`src/rtl/cfgrx_pkg.sv`:
```
// Package: shared types for the serial configuration receiver.
// Assumes: one frame engine per receiver; state encoding is local to it.
package cfgrx_pkg;

    // Frame engine states
    typedef enum logic [1:0] {
        RX_IDLE = 2'd0,   // waiting for a start
        RX_BITS = 2'd1,   // shifting in bits of the current byte
        RX_ACK  = 2'd2,   // acknowledge slot after a complete byte
        RX_SKIP = 2'd3    // frame rejected, wait for next start
    } rx_state_t;

    // Index of the two conditioned lines inside a 2-bit vector
    localparam int LINE_SCL = 0;
    localparam int LINE_SDA = 1;

endpackage

```
`src/rtl/line_filter.sv`:
```
// Module: line_filter
// Brings one asynchronous bus line into the clk domain with a two-flop
// synchronizer, then passes a level change only after it has been stable
// for FILT_LEN consecutive cycles. Assumes the idle line level is high.
module line_filter #(
    parameter int FILT_LEN = 4
) (
    input  logic clk,
    input  logic rst_n,
    input  logic raw,
    output logic filt
);
    localparam int CNT_W = $clog2(FILT_LEN + 1);

    logic             sync1;
    logic             sync2;
    logic [CNT_W-1:0] run_cnt;

    // Two-flop synchronizer, reset to the idle-high level
    always_ff @(posedge clk) begin
        if (!rst_n) begin
            sync1 <= 1'b1;
            sync2 <= 1'b1;
        end else begin
            sync1 <= raw;
            sync2 <= sync1;
        end
    end

    // Stability counter: accept a new level after FILT_LEN equal samples
    always_ff @(posedge clk) begin
        if (!rst_n) begin
            filt    <= 1'b1;
            run_cnt <= '0;
        end else if (sync2 == filt) begin
            run_cnt <= '0;
        end else if (run_cnt == CNT_W'(FILT_LEN - 1)) begin
            filt    <= sync2;
            run_cnt <= '0;
        end else begin
            run_cnt <= run_cnt + 1'b1;
        end
    end
endmodule

```
`src/rtl/bus_cond_detect.sv`:
```
// Module: bus_cond_detect
// Compares the filtered lines with their value one cycle earlier and flags
// clock edges and start/stop conditions as single-cycle pulses.
// Assumes inputs are already synchronous and glitch-free.
module bus_cond_detect (
    input  logic clk,
    input  logic rst_n,
    input  logic scl_f,
    input  logic sda_f,
    output logic scl_rise,
    output logic scl_fall,
    output logic start_det,
    output logic stop_det
);
    logic scl_q;
    logic sda_q;

    // Previous-cycle copy of both lines
    always_ff @(posedge clk) begin
        if (!rst_n) begin
            scl_q <= 1'b1;
            sda_q <= 1'b1;
        end else begin
            scl_q <= scl_f;
            sda_q <= sda_f;
        end
    end

    // Edge and condition decode; data edges count only with clock held high
    always_comb begin
        scl_rise  = !scl_q && scl_f;
        scl_fall  = scl_q && !scl_f;
        start_det = scl_q && scl_f && sda_q && !sda_f;
        stop_det  = scl_q && scl_f && !sda_q && sda_f;
    end
endmodule

```
`src/rtl/frame_rx.sv`:
```
// Module: frame_rx
// Byte assembly, address check, acknowledge generation and staging of the
// payload for one fixed-length write frame. Raises commit for one cycle
// when a stop closes a complete frame addressed to DEV_ADDR.
// Assumes start/stop/edge pulses from bus_cond_detect.
module frame_rx
    import cfgrx_pkg::*;
#(
    parameter logic [7:0] DEV_ADDR   = 8'hD2,
    parameter int         SKIP_BYTES = 2,
    parameter int         NUM_DATA   = 7
) (
    input  logic                  clk,
    input  logic                  rst_n,
    input  logic                  scl_rise,
    input  logic                  scl_fall,
    input  logic                  start_det,
    input  logic                  stop_det,
    input  logic                  sda_f,
    output logic                  sda_pull,
    output logic                  commit,
    output logic [8*NUM_DATA-1:0] shadow
);
    localparam int FRAME_BYTES = 1 + SKIP_BYTES + NUM_DATA;
    localparam int CNT_W       = $clog2(FRAME_BYTES + 1);
    localparam int FIRST_DATA  = 1 + SKIP_BYTES;

    rx_state_t        st;
    logic [2:0]       bit_cnt;
    logic [6:0]       shreg;
    logic [CNT_W-1:0] byte_cnt;
    logic             addr_ok;
    logic [7:0]       byte_val;
    logic             frame_full;
    logic             frame_good;

    // Byte being completed by the current clock rise, and frame status
    always_comb begin
        byte_val   = {shreg, sda_f};
        frame_full = (byte_cnt == CNT_W'(FRAME_BYTES));
        frame_good = addr_ok && frame_full && (st == RX_BITS) && (bit_cnt <= 3'd1);
    end

    // Frame sequencing: conditions first, then per-state bit handling
    always_ff @(posedge clk) begin
        if (!rst_n) begin
            st       <= RX_IDLE;
            bit_cnt  <= '0;
            shreg    <= '0;
            byte_cnt <= '0;
            addr_ok  <= 1'b0;
            sda_pull <= 1'b0;
            commit   <= 1'b0;
        end else begin
            commit <= 1'b0;
            if (start_det) begin
                st       <= RX_BITS;
                bit_cnt  <= '0;
                byte_cnt <= '0;
                addr_ok  <= 1'b0;
                sda_pull <= 1'b0;
            end else if (stop_det) begin
                commit   <= frame_good;
                st       <= RX_IDLE;
                sda_pull <= 1'b0;
            end else begin
                case (st)
                    RX_BITS: begin
                        if (scl_rise) begin
                            shreg   <= byte_val[6:0];
                            bit_cnt <= bit_cnt + 1'b1;
                            if (bit_cnt == 3'd7) begin
                                bit_cnt <= '0;
                                if (frame_full) begin
                                    st <= RX_SKIP;
                                end else if (byte_cnt == '0) begin
                                    addr_ok  <= (byte_val == DEV_ADDR);
                                    st       <= (byte_val == DEV_ADDR) ? RX_ACK : RX_SKIP;
                                    byte_cnt <= byte_cnt + 1'b1;
                                end else begin
                                    st       <= RX_ACK;
                                    byte_cnt <= byte_cnt + 1'b1;
                                end
                            end
                        end
                    end
                    RX_ACK: begin
                        if (scl_fall) begin
                            if (!sda_pull) begin
                                sda_pull <= 1'b1;
                            end else begin
                                sda_pull <= 1'b0;
                                st       <= RX_BITS;
                            end
                        end
                    end
                    default: begin
                        sda_pull <= 1'b0;
                    end
                endcase
            end
        end
    end

    // Payload staging: each complete data byte lands in its own slot
    always_ff @(posedge clk) begin
        if (!rst_n) begin
            shadow <= '0;
        end else if (st == RX_BITS && scl_rise && bit_cnt == 3'd7
                     && !start_det && !stop_det) begin
            for (int k = 0; k < NUM_DATA; k++) begin
                if (byte_cnt == CNT_W'(k + FIRST_DATA)) begin
                    shadow[8*k +: 8] <= byte_val;
                end
            end
        end
    end
endmodule

```
`src/rtl/cfg_bank.sv`:
```
// Module: cfg_bank
// Live configuration registers. Each byte resets to its default and takes
// the staged value on commit, except for bits cleared in WMASK, which
// always keep their default. Assumes commit is a single-cycle pulse.
module cfg_bank #(
    parameter int                     NUM_DATA = 7,
    parameter logic [8*NUM_DATA-1:0]  DEFAULTS = '0,
    parameter logic [8*NUM_DATA-1:0]  WMASK    = '1
) (
    input  logic                  clk,
    input  logic                  rst_n,
    input  logic                  commit,
    input  logic [8*NUM_DATA-1:0] shadow,
    output logic [8*NUM_DATA-1:0] live
);
    genvar g;
    generate
        for (g = 0; g < NUM_DATA; g++) begin : g_byte
            localparam logic [7:0] DEF_B = DEFAULTS[8*g +: 8];
            localparam logic [7:0] MSK_B = WMASK[8*g +: 8];
            logic [7:0] r;

            // One register byte: default on reset, masked load on commit
            always_ff @(posedge clk) begin
                if (!rst_n) begin
                    r <= DEF_B;
                end else if (commit) begin
                    r <= (DEF_B & ~MSK_B) | (shadow[8*g +: 8] & MSK_B);
                end
            end

            assign live[8*g +: 8] = r;
        end
    endgenerate
endmodule

```
`src/rtl/cfg_serial_rx.sv`:
```
// Module: cfg_serial_rx (top)
// Write-only two-wire configuration receiver: line conditioning, condition
// detection, frame engine and live register bank. sda_pull must drive an
// open-drain pad; sda_in sees the resulting wired line.
module cfg_serial_rx
    import cfgrx_pkg::*;
#(
    parameter int         FILT_LEN   = 4,
    parameter logic [7:0] DEV_ADDR   = 8'hD2,
    parameter int         SKIP_BYTES = 2,
    parameter int         NUM_DATA   = 7,
    parameter logic [8*NUM_DATA-1:0] CFG_DEFAULT = 56'h00_FF_FF_FF_FF_FF_FF,
    parameter logic [8*NUM_DATA-1:0] CFG_WMASK   = 56'h0F_FF_FF_FF_FF_FF_FF
) (
    input  logic                  clk,
    input  logic                  rst_n,
    input  logic                  scl_in,
    input  logic                  sda_in,
    output logic                  sda_pull,
    output logic [8*NUM_DATA-1:0] cfg_bytes
);
    localparam int CFG_W = 8 * NUM_DATA;

    logic [1:0]       raw_lines;
    logic [1:0]       filt_lines;
    logic             scl_f;
    logic             sda_f;
    logic             scl_rise;
    logic             scl_fall;
    logic             start_det;
    logic             stop_det;
    logic             commit;
    logic [CFG_W-1:0] shadow;

    assign raw_lines[LINE_SCL] = scl_in;
    assign raw_lines[LINE_SDA] = sda_in;

    genvar g;
    generate
        for (g = 0; g < 2; g++) begin : g_line
            line_filter #(.FILT_LEN(FILT_LEN)) u_filt (
                .clk   (clk),
                .rst_n (rst_n),
                .raw   (raw_lines[g]),
                .filt  (filt_lines[g])
            );
        end
    endgenerate

    assign scl_f = filt_lines[LINE_SCL];
    assign sda_f = filt_lines[LINE_SDA];

    bus_cond_detect u_cond (
        .clk       (clk),
        .rst_n     (rst_n),
        .scl_f     (scl_f),
        .sda_f     (sda_f),
        .scl_rise  (scl_rise),
        .scl_fall  (scl_fall),
        .start_det (start_det),
        .stop_det  (stop_det)
    );

    frame_rx #(
        .DEV_ADDR   (DEV_ADDR),
        .SKIP_BYTES (SKIP_BYTES),
        .NUM_DATA   (NUM_DATA)
    ) u_frame (
        .clk       (clk),
        .rst_n     (rst_n),
        .scl_rise  (scl_rise),
        .scl_fall  (scl_fall),
        .start_det (start_det),
        .stop_det  (stop_det),
        .sda_f     (sda_f),
        .sda_pull  (sda_pull),
        .commit    (commit),
        .shadow    (shadow)
    );

    cfg_bank #(
        .NUM_DATA (NUM_DATA),
        .DEFAULTS (CFG_DEFAULT),
        .WMASK    (CFG_WMASK)
    ) u_bank (
        .clk    (clk),
        .rst_n  (rst_n),
        .commit (commit),
        .shadow (shadow),
        .live   (cfg_bytes)
    );
endmodule

```
`config.mk`:
```
export PLATFORM = sky130hd
export DESIGN_NAME = cfg_serial_rx
export DESIGN_NICKNAME = d
export VERILOG_FILES = /design/src/rtl/cfgrx_pkg.sv /design/src/rtl/line_filter.sv /design/src/rtl/bus_cond_detect.sv /design/src/rtl/frame_rx.sv /design/src/rtl/cfg_bank.sv /design/src/rtl/cfg_serial_rx.sv
export SDC_FILE = /design/constraint.sdc
export NUM_CORES = 1
export LEC_CHECK = 0
export ABC_AREA = 0
export CAP_MARGIN = 25
export CORE_MARGIN = 1.5
export CORE_UTILIZATION = 55
export DETAILED_ROUTE_END_ITERATION = 8
export DONT_BUFFER_PORTS = 1
export PLACE_DENSITY = 0.7
export SYNTH_ARGS = -nofsm -noshare
export SYNTH_HDL_FRONTEND = slang
export SYNTH_HIERARCHICAL = 1
export SYNTH_SLANG_ARGS = --single-unit
export TNS_END_PERCENT = 5
```
`constraint.sdc`:
```
create_clock -name clk -period 3 [get_ports clk]
set_clock_uncertainty 0.15 [all_clocks]
set_input_delay 0.9 -clock clk [delete_from_list [all_inputs] [get_ports clk]]
set_output_delay 0.9 -clock clk [all_outputs]
set_load 0.01 [all_outputs]
```
Word-level counts from Yosys, hierarchy flattened. Index checks and enable logic that the tools add are counted.

Muxes and demuxes: 14. $lt $le $gt $ge: 1. Equality and inequality tests: 24. Reductions and logical operators: 44. Bitwise logic cells: 7. Add/sub/neg operators: 4.

Operators with widths (number): AND reduction 2 bit (10); equality test 4 x 3 -> 1 bit, second input constant (4); AND reduction 5 bit (3); logical AND 1 bit (14); equality test 4 bit, second input constant (3); two-way mux 2 bit (6); OR reduction 3 bit (4); adder 3 x 1 -> 3 bit, second input constant (3); equality test 8 bit, second input constant (1); != test 4 x 1 -> 1 bit, second input constant (2); != test 4 x 2 -> 1 bit, second input constant (2); inverter 1 bit (7); equality test 3 x 2 -> 1 bit, second input constant (2); zero test 1 bit (6); AND reduction 6 bit (1); two-way mux 1 bit (5); adder 4 x 1 -> 4 bit, second input constant (1); equality test 4 x 2 -> 1 bit, second input constant (1); zero test 4 bit (1); != test 2 x 1 -> 1 bit, second input constant (2); != test 2 bit, second input constant (2); case mux 2 bit (2 select lines) (1); AND reduction 4 bit (1); nonzero test 4 bit (1); other kinds (10) (11).

Output and inout bits: 57. Flip-flop bits (word level): 137. Input port bits: 4.

Longest topological paths before layout. Gate-level depths: netlist (run 1).

Depth after elaboration: 9. Mapped depth: 7. Depth with buffers taken out: 6.

Modules after synthesis. The synthesis (run 1) kept the hierarchy.

By module, submodules not included: frame_rx (cells each 346, times used 1, seq. area each 1501.4 sq um, area each 3163.0 sq um); cfg_bank (cells each 173, times used 1, seq. area each 1041.0 sq um, area each 1901.8 sq um); line_filter (cells each 17, times used 2, seq. area each 120.1 sq um, area each 214.0 sq um); bus_cond_detect (cells each 8, times used 1, seq. area each 40.0 sq um, area each 85.1 sq um).

Worst setup path before layout (run 1). Ideal clock, no wire load.

Path type: in2reg. From: input rst_n. To: register u_frame.shadow[43]. Data arrival time: 1.837 ns. Stages on the path: 5. Library setup time: 0.074 ns. Required time: 2.776 ns. Buffers on the path: 3. Setup slack: 0.939 ns. Cells stage by stage: clkbuf_1 clkbuf_1 clkbuf_1 nand3_1 o21ai_0.

RTL lines: from (decl) (line cfg_serial_rx.sv:16) `input logic rst_n,`; to (signal, indexed assignment) (line frame_rx.sv:113) `shadow[8*k +: 8] <= byte_val;`; to (decl) (line frame_rx.sv:22) `output logic [8*NUM_DATA-1:0] shadow`.

Worst setup path in the final report (run 1).
From: register g_line[1].u_filt.filt. To: register u_frame.shadow[13].

Word-level cells in the longest chain between the ends: 6. Elaborated cells between the ends (all ways): 8. Classes of those cells: 8 x reduce/logical.

Ends and longest elaborated chain: from (decl) (line line_filter.sv:11) `output logic filt`; from (signal assigned) (line line_filter.sv:38) `filt <= sync2;`; zero test 1 bit (line bus_cond_detect.sv:33) `start_det = scl_q && scl_f && sda_q && !sda_f;`; logical AND 1 bit (line bus_cond_detect.sv:33); named net start_det (line cfg_serial_rx.sv:30) `logic start_det;`; zero test 1 bit (line frame_rx.sv:110) `&& !start_det && !stop_det) begin`; logical AND 1 bit (2 in series) (line frame_rx.sv:110); AND reduction 2 bit (no source line).

The timed path passes the listed nets, and every way through them passes these cells. A chain may end at the register's enable or synchronous reset.

==> key figures, run 1 <==
Outcome
  – Run status: finished clean

Drt
  – Via density per instance: 5.312
  – Post-DR wirelength/cell: 15.21 um
  – Number of violations reported at the end of detailed-routing iteration 0: about 170
  – Routed via count: roughly 3.6k
  – Post-DRT Antenna Nets: 0
  – DRC Markers: 0
  – Routed wire length: 10280 um
  – Number of iterations in the first detailed-routing pass: 4

Cells and area
  – ANT cells: 0
  – Area of all placed cells without fillers: 6068 um^2
  – NumNets Final: 546
  – Commonest non-fill, non-tap cell in the layout: sky130_fd_sc_hd__dfxtp_1
  – Filler instances: about 800
  – Final std cells w/o fill: 676
  – Area overhead of the layout relative to synthesis: 11.49%
  – Fraction of layout cells with a size suffix above 1: under 10%
  – Top library cells by usage in the layout, fill and taps aside: sky130_fd_sc_hd__dfxtp_1, sky130_fd_sc_hd__nand2_1, sky130_fd_sc_hd__mux2i_1

Logic synthesis
  – Area of the mapped netlist: around 5400 um^2
  – Count of yosys warnings during synthesis: 6
  – Post-Syn Instances: 545
  – Post-synthesis area per instance: 9.987 um^2

Placement
  – Port Buffers: 0
  – DP Worst Slack: 0.6361 ns
  – Instance area at placement: 5439 um^2
  – Placer's final routability congestion estimate: 0.8781
  – Placed instance count: 644
  – Detailed placement HPWL: ~6400 um

CTS
  – Post-cts resize count: 0
  – Clk buf depth: 2
  – Total CTS buffers: 17
  – CTS tree: yes
  – Clock insertion delay at the later pin of the skew report: 0.52 ns
  – Post-CTS setup buffers: 0
  – Clock tree root buffer cell: sky130_fd_sc_hd__clkbuf_8
  – H-tree Lvls: 4
  – Clock-pin slew reported for the worst setup and hold paths after clock tree synthesis: 0.06 ns
  – Post-CTS Hold Buffers: 0
  – Sinks on the clock net: between 100 and 150

Power
  – Static Leakage: approximately 2.1 nW
  – Power density over the cells: 672.4 nW/um^2
  – Maximum VDD drop: 0.3203 mV

Setup path
  – Arrival time at the worst endpoint: 2.69 ns
  – Setup crit start kind: flop
  – Number of buffers and inverters on the critical path: 0
  – Crit path max fanout: 13
  – Worst setup path class: reg2reg
  – Slowest cell on the critical path: sky130_fd_sc_hd__nor3_4
  – Largest delay contributor family on the critical path: simple AND/OR/NAND/NOR gates
  – Cell breakdown of the critical path: and4b_1 -> nand4bb_4 -> nor3_4 -> mux2i_1 -> nor2b_1
  – Required time at the endpoint of the critical path: 3.25 ns
  – Largest stage delay, worst path: 0.59 ns
  – Reg-to-reg slack, setup: 0.56 ns
  – Crit path capture type: flop

Floorplanning
  – Die area: around 11000 um^2
  – Height of the die: 102.5 um
  – Standard cell core area: 9684 um^2
  – Starting density of the core: 56.20%
  – Horizontal die dimension: between 100 and 150 um
  – Row count: 36
  – Top-level I/O count: 61

Global routing
  – Global route total overflow: 0
  – Maximum number of pins on one net before global-route repair: 157
  – Antenna violations before repair: 0
  – Global-route wire length before repair: 15920 um
  – Number of global-route vias before repair: 3280
  – Combined global-route utilization of all metal layers: between 10% and 20%

Flow run
  – Max-cap viol count: 0

STA
  – Final Hold Fails: 0
  – Post-layout min period: 2.438 ns
  – Worst setup margin: around 0.56 ns
  – Setup total negative slack: 0 ns
  – Setup violation total in the final timing report: 0
  – Upper clock frequency limit: 0.4101 GHz
  – Min Hold Slack: 0.2559 ns
  – Share of the clock period used by the worst path: 81.28%
  – Slew of the pin with the lowest slew margin: 0.7199 ns
  – Unrepaired setup endpoints after global routing: no
  – Final-report max-slew violation count: 0
  – Slew headroom: 52.00%

Hold path
  – Hold Crit Class: reg2reg
path summary, 6_finish.rpt:
check | to | from | depth (start not counted)
max | u_frame/shadow[13]$_SDFFE_PN0P_ | g_line[1].u_filt/filt$_SDFFE_PN1P_ | 5
min | g_line[0].u_filt/sync2$_SDFF_PN1_ | g_line[0].u_filt/sync1$_SDFF_PN1_ | 1
max reg2reg | u_frame/shadow[13]$_SDFFE_PN0P_ | g_line[1].u_filt/filt$_SDFFE_PN1P_ | 5
min reg2reg | g_line[0].u_filt/sync2$_SDFF_PN1_ | g_line[0].u_filt/sync1$_SDFF_PN1_ | 1
power breakdown:
group | internal (mW) | total (mW) | leakage, nW | switching [mW]
clock network | 1.42 | 2.18 | 0.301 | 0.761
logic | 0.0286 | 0.0646 | 0.710 | 0.0360
registers | 1.83 | 1.84 | 1.11 | 0.00643
total | 3.28 | 4.08 | 2.12 | 0.803
cell type report:
cell class / instances / area [um^2] / area share, %
Inverter: 8 / 30.03 / 0.4948
Clock buffer: 22 / 462.9 / 7.629
Clock inverter: 10 / 166.4 / 2.742
Sequential cell: 137 / 2744 / 45.22
Tap cell: 133 / 166.4 / 2.742
Multi-Input combinational cell: 361 / 2449 / 40.35
Timing Repair Buffer: 5 / 50.05 / 0.8247
flip-flops by register name, summed over array words and instances, names as in the netlist:
signal,count
u_frame/shadow,52
g_line.u_filt/run_cnt,6
g_line.u_filt/sync2,2
u_frame/commit,1
u_cond/scl_q,1
u_frame/st,2
u_frame/addr_ok,1
u_frame/shreg,7
u_cond/sda_q,1
u_bank/g_byte.r,52
u_frame/sda_pull,1
g_line.u_filt/sync1,2
g_line.u_filt/filt,2
u_frame/bit_cnt,3
u_frame/byte_cnt,4
per-stage QoR:
step / power, mW / util (%)
detailed placement: 1.940 / 56.16
global placement: 1.934 / 56.16
global route: 4.199 / 62.66
finish: 4.080 / 62.66
CTS: 4.112 / 62.66
floorplan: 1.954 / -
routing by layer:
layer | vias to the layer above | GRT usage [%] | wire length, um
met5 | - | 0 | 0
met4 | 0 | 8.008 | 111
met3 | 15 | 7.250 | 569
met2 | 76 | 31.23 | 4791
met1 | 1696 | 24.88 | 4810
li1 | 1804 | - | -
Note: power is estimated with default switching activity, not from simulation.
==> inputs of run 2 (changes only) <==
--- a/config.mk
+++ b/config.mk
@@ -5,13 +5,13 @@
 export SDC_FILE = /design/constraint.sdc
 export NUM_CORES = 1
 export LEC_CHECK = 0
-export ABC_AREA = 0
+export ABC_AREA = 1
 export CAP_MARGIN = 25
 export CORE_MARGIN = 1.5
 export CORE_UTILIZATION = 55
 export DETAILED_ROUTE_END_ITERATION = 8
 export DONT_BUFFER_PORTS = 1
-export PLACE_DENSITY = 0.7
+export PLACE_DENSITY = 0.73
 export SYNTH_ARGS = -nofsm -noshare
 export SYNTH_HDL_FRONTEND = slang
 export SYNTH_HIERARCHICAL = 1
==> constraint.sdc (replaced) <==
create_clock -name clk -period 2.13 [get_ports clk]
set_clock_uncertainty 0.15 [all_clocks]
set_input_delay 0.639 -clock clk [delete_from_list [all_inputs] [get_ports clk]]
set_output_delay 0.639 -clock clk [all_outputs]
set_load 0.01 [all_outputs]
==> key figures, run 2 <==
Floorplanning
  – Height of the die: 101.7 um (-0.77%)
  – Top-level I/O count: 61 (unchanged)
  – Horizontal die dimension: 101.7 um (-0.77%)
  – Die area: 10340 um^2 (-1.5%)
  – Standard cell core area: 9328 um^2 (-3.7%)
  – Starting density of the core: 57.42% (+1.2 points)
  – Row count: 35 (-2.8%)

CTS
  – Clock insertion delay at the later pin of the skew report: 0.51 ns (about the same)
  – Clock-pin slew reported for the worst setup and hold paths after clock tree synthesis: 0.06 ns (about the same)
  – Clk buf depth: 2 (unchanged)
  – Sinks on the clock net: 137 (unchanged)
  – Post-CTS Hold Buffers: 0 (unchanged)
  – Clock tree root buffer cell: sky130_fd_sc_hd__clkbuf_8
  – CTS tree: yes
  – Total CTS buffers: 17 (unchanged)
  – H-tree Lvls: 4 (unchanged)

Setup path
  – Worst setup path class: reg2reg
  – Arrival time at the worst endpoint: 2.13 ns (-0.56 ns)
  – Crit path capture type: flop
  – Setup crit start kind: flop
  – Required time at the endpoint of the critical path: 2.38 ns (-0.87 ns)
  – Reg-to-reg slack, setup: 0.25 ns (-0.31 ns)
  – Crit path max fanout: 15 (+2)

Logic synthesis
  – Count of yosys warnings during synthesis: 6 (unchanged)
  – Post-synthesis area per instance: 7.912 um^2 (-21%)
  – Area of the mapped netlist: 5356 um^2 (-1.6%)
  – Post-Syn Instances: 677 (+24%)

Drt
  – Routed via count: 4151 (+16%)
  – Post-DR wirelength/cell: 12.91 um (-15%)
  – Post-DRT Antenna Nets: 0 (unchanged)
  – Via density per instance: 5.106 (-3.9%)
  – Routed wire length: 10500 um (+2.1%)
  – Number of violations reported at the end of detailed-routing iteration 0: 198 (+15%)
  – DRC Markers: 0 (unchanged)
  – Number of iterations in the first detailed-routing pass: 4 (unchanged)

Global routing
  – Global route total overflow: 0 (unchanged)
  – Met3 Use GR: 6.280% (-0.97 points)
  – Busiest layer in global routing: met2
  – Routing usage on met1: 26.12% (+1.2 points)
  – Number of global-route vias before repair: 3852 (+17%)
  – Routing usage on met2: 37.03% (+5.8 points)
  – Global-route wire length before repair: 17620 um (+11%)
  – Combined global-route utilization of all metal layers: 21.84% (+2.0 points)
  – Maximum number of pins on one net before global-route repair: 117 (-25%)
  – Antenna violations before repair: 0 (unchanged)

Outcome
  – Run status: finished clean

Cells and area
  – NumNets Final: 687 (+26%)
  – Area of the multi-input gates: 2186 um^2 (-11%)
  – Leading registers by flop count: u_bank/g_byte.r (52), u_frame/shadow (52), u_frame/shreg (7)
  – Commonest non-fill, non-tap cell in the layout: sky130_fd_sc_hd__nor2_1
  – Fraction of layout cells with a size suffix above 1: 9.649% (+0.81 points)
  – ANT cells: 0 (unchanged)
  – Combined flip-flop and latch cell area: 2744 um^2 (unchanged)
  – Filler instances: 815 (+3.3%)
  – Area of all placed cells without fillers: 5946 um^2 (-2.0%)
  – Top library cells by usage in the layout, fill and taps aside: sky130_fd_sc_hd__nor2_1, sky130_fd_sc_hd__dfxtp_1, sky130_fd_sc_hd__nand2_1
  – Area overhead of the layout relative to synthesis: 11.00%

Power
  – Power density over the cells: 931.1 nW/um^2 (+38%)
  – Static Leakage: 2.646 nW (+25%)
  – Sequential group share of total power: 46.9% (+1.9 points)
  – Switching share of total power: 21.63% (+2.0 points)
  – Cell internal power dissipation: 4.338 mW (+32%)
  – Clk network pwr share: 50.4% (-3.0 points)
  – Share of total power in combinational logic: 2.7% (+1.1 points)
  – Maximum VDD drop: 0.5088 mV (+59%)
  – Net switching power: 1.197 mW (+49%)

STA
  – Upper clock frequency limit: 0.5316 GHz (+30%)
  – Post-layout min period: 1.881 ns (-0.5573 ns)
  – Share of the clock period used by the worst path: 88.31% (+7.0 points)
  – Min Hold Slack: 0.05261 ns (-0.2032 ns)
  – Unrepaired setup endpoints after global routing: no
  – Setup total negative slack: 0 ns (unchanged)
  – Final Hold Fails: 0 (unchanged)
  – Final-report max-slew violation count: 0 (unchanged)
  – Slew of the pin with the lowest slew margin: 0.7903 ns (+0.07037 ns)
  – Setup violation total in the final timing report: 0 (unchanged)
  – Slew headroom: 47.31% (-4.7 points)

Placement
  – Detailed placement HPWL: 6677 um (+4.1%)
  – Placer's final routability congestion estimate: 0.8850 (+0.79%)
  – Port Buffers: 0 (unchanged)
  – Instance area at placement: 5363 um^2 (-1.4%)

Flow run
  – Max-cap viol count: 0 (unchanged)

Hold path
  – Hold Crit Class: in2reg
[run 2: cell count changes in the layout (fill, tap and decap cells not counted), moves of 4 or more]
cell                       delta
sky130_fd_sc_hd__a21boi_0     -8
sky130_fd_sc_hd__a21oi_1     +15
sky130_fd_sc_hd__clkinv_4     +7
sky130_fd_sc_hd__inv_1       +37
sky130_fd_sc_hd__mux2i_1     -88
sky130_fd_sc_hd__nand2_1     +23
sky130_fd_sc_hd__nand2b_1     -9
sky130_fd_sc_hd__nand3_1     +34
sky130_fd_sc_hd__nand4_4      +7
sky130_fd_sc_hd__nor2_1     +132
sky130_fd_sc_hd__nor2b_1     -30
sky130_fd_sc_hd__nor4b_1      -4
sky130_fd_sc_hd__o21ai_0     +41
sky130_fd_sc_hd__or2_2        +4
[run 2: timing repair]
action	4_1_cts	5_1_grt
buffers inserted	0	1
gates resized for setup	0	1
endpoints found under the hold margin	0	0
setup endpoints to repair	0	1
[run 2: metrics by stage]
step	power, mW	setup WS [ns]	cells	util, %
global route	5.742	0.06046	813	63.74
floorplan	2.802	0.4599	680	-
CTS	5.585	0.1313	812	63.66
detailed placement	2.798	0.2007	780	57.49
finish	5.536	0.2490	813	63.74
global placement	2.791	0.2642	780	57.49
[run 2: power groups by stage]
stage,Sequential [mW],Combinational (mW),Clock (mW)
floorplan,2.65,0.155,0
global placement,2.65,0.142,0
global route,2.59,0.174,2.97
finish,2.59,0.151,2.79
detailed placement,2.65,0.147,0
CTS,2.59,0.149,2.84
[run 2: critical path, stage by stage, from the launching register on]
cell and delay, ns:
sky130_fd_sc_hd__dfxtp_1 0.34, sky130_fd_sc_hd__nand2_1 0.10, sky130_fd_sc_hd__nor2_1 0.11, sky130_fd_sc_hd__inv_2 0.08, sky130_fd_sc_hd__nand2_2 0.11, sky130_fd_sc_hd__nor2_8 0.32, sky130_fd_sc_hd__nand4_4 0.21, sky130_fd_sc_hd__o21ai_1 0.27
sky130_fd_sc_hd__nor2_1 0.06
[run 2: final cells by class]
cell class              count  area share (%)
flip-flops and latches    137           46.15
multi-input cells         455           36.76
clock buffers              19           7.260
inverters                  55           4.061
well taps                 129           2.715
clock inverters            13           2.420
repair buffers              5          0.6313
[run 2: path summary, 6_finish.rpt]
path | from | to | depth (start not counted)
worst max-delay path | g_line[0].u_filt/filt$_SDFFE_PN1P_ | u_frame/shadow[42]$_SDFFE_PN0P_ | 8
worst min-delay path | rst_n | u_cond/scl_q$_SDFF_PN1_ | 1
worst max register to register | g_line[0].u_filt/filt$_SDFFE_PN1P_ | u_frame/shadow[42]$_SDFFE_PN0P_ | 8
worst min register to register | g_line[0].u_filt/sync1$_SDFF_PN1_ | g_line[0].u_filt/sync2$_SDFF_PN1_ | 1
[run 2: metal layers]
layer,part of all wire [%],vias to the layer above
met5,0,-
met4,0.92,0
met3,5.6,8
met2,50,102
met1,44,1908
li1,-,2133
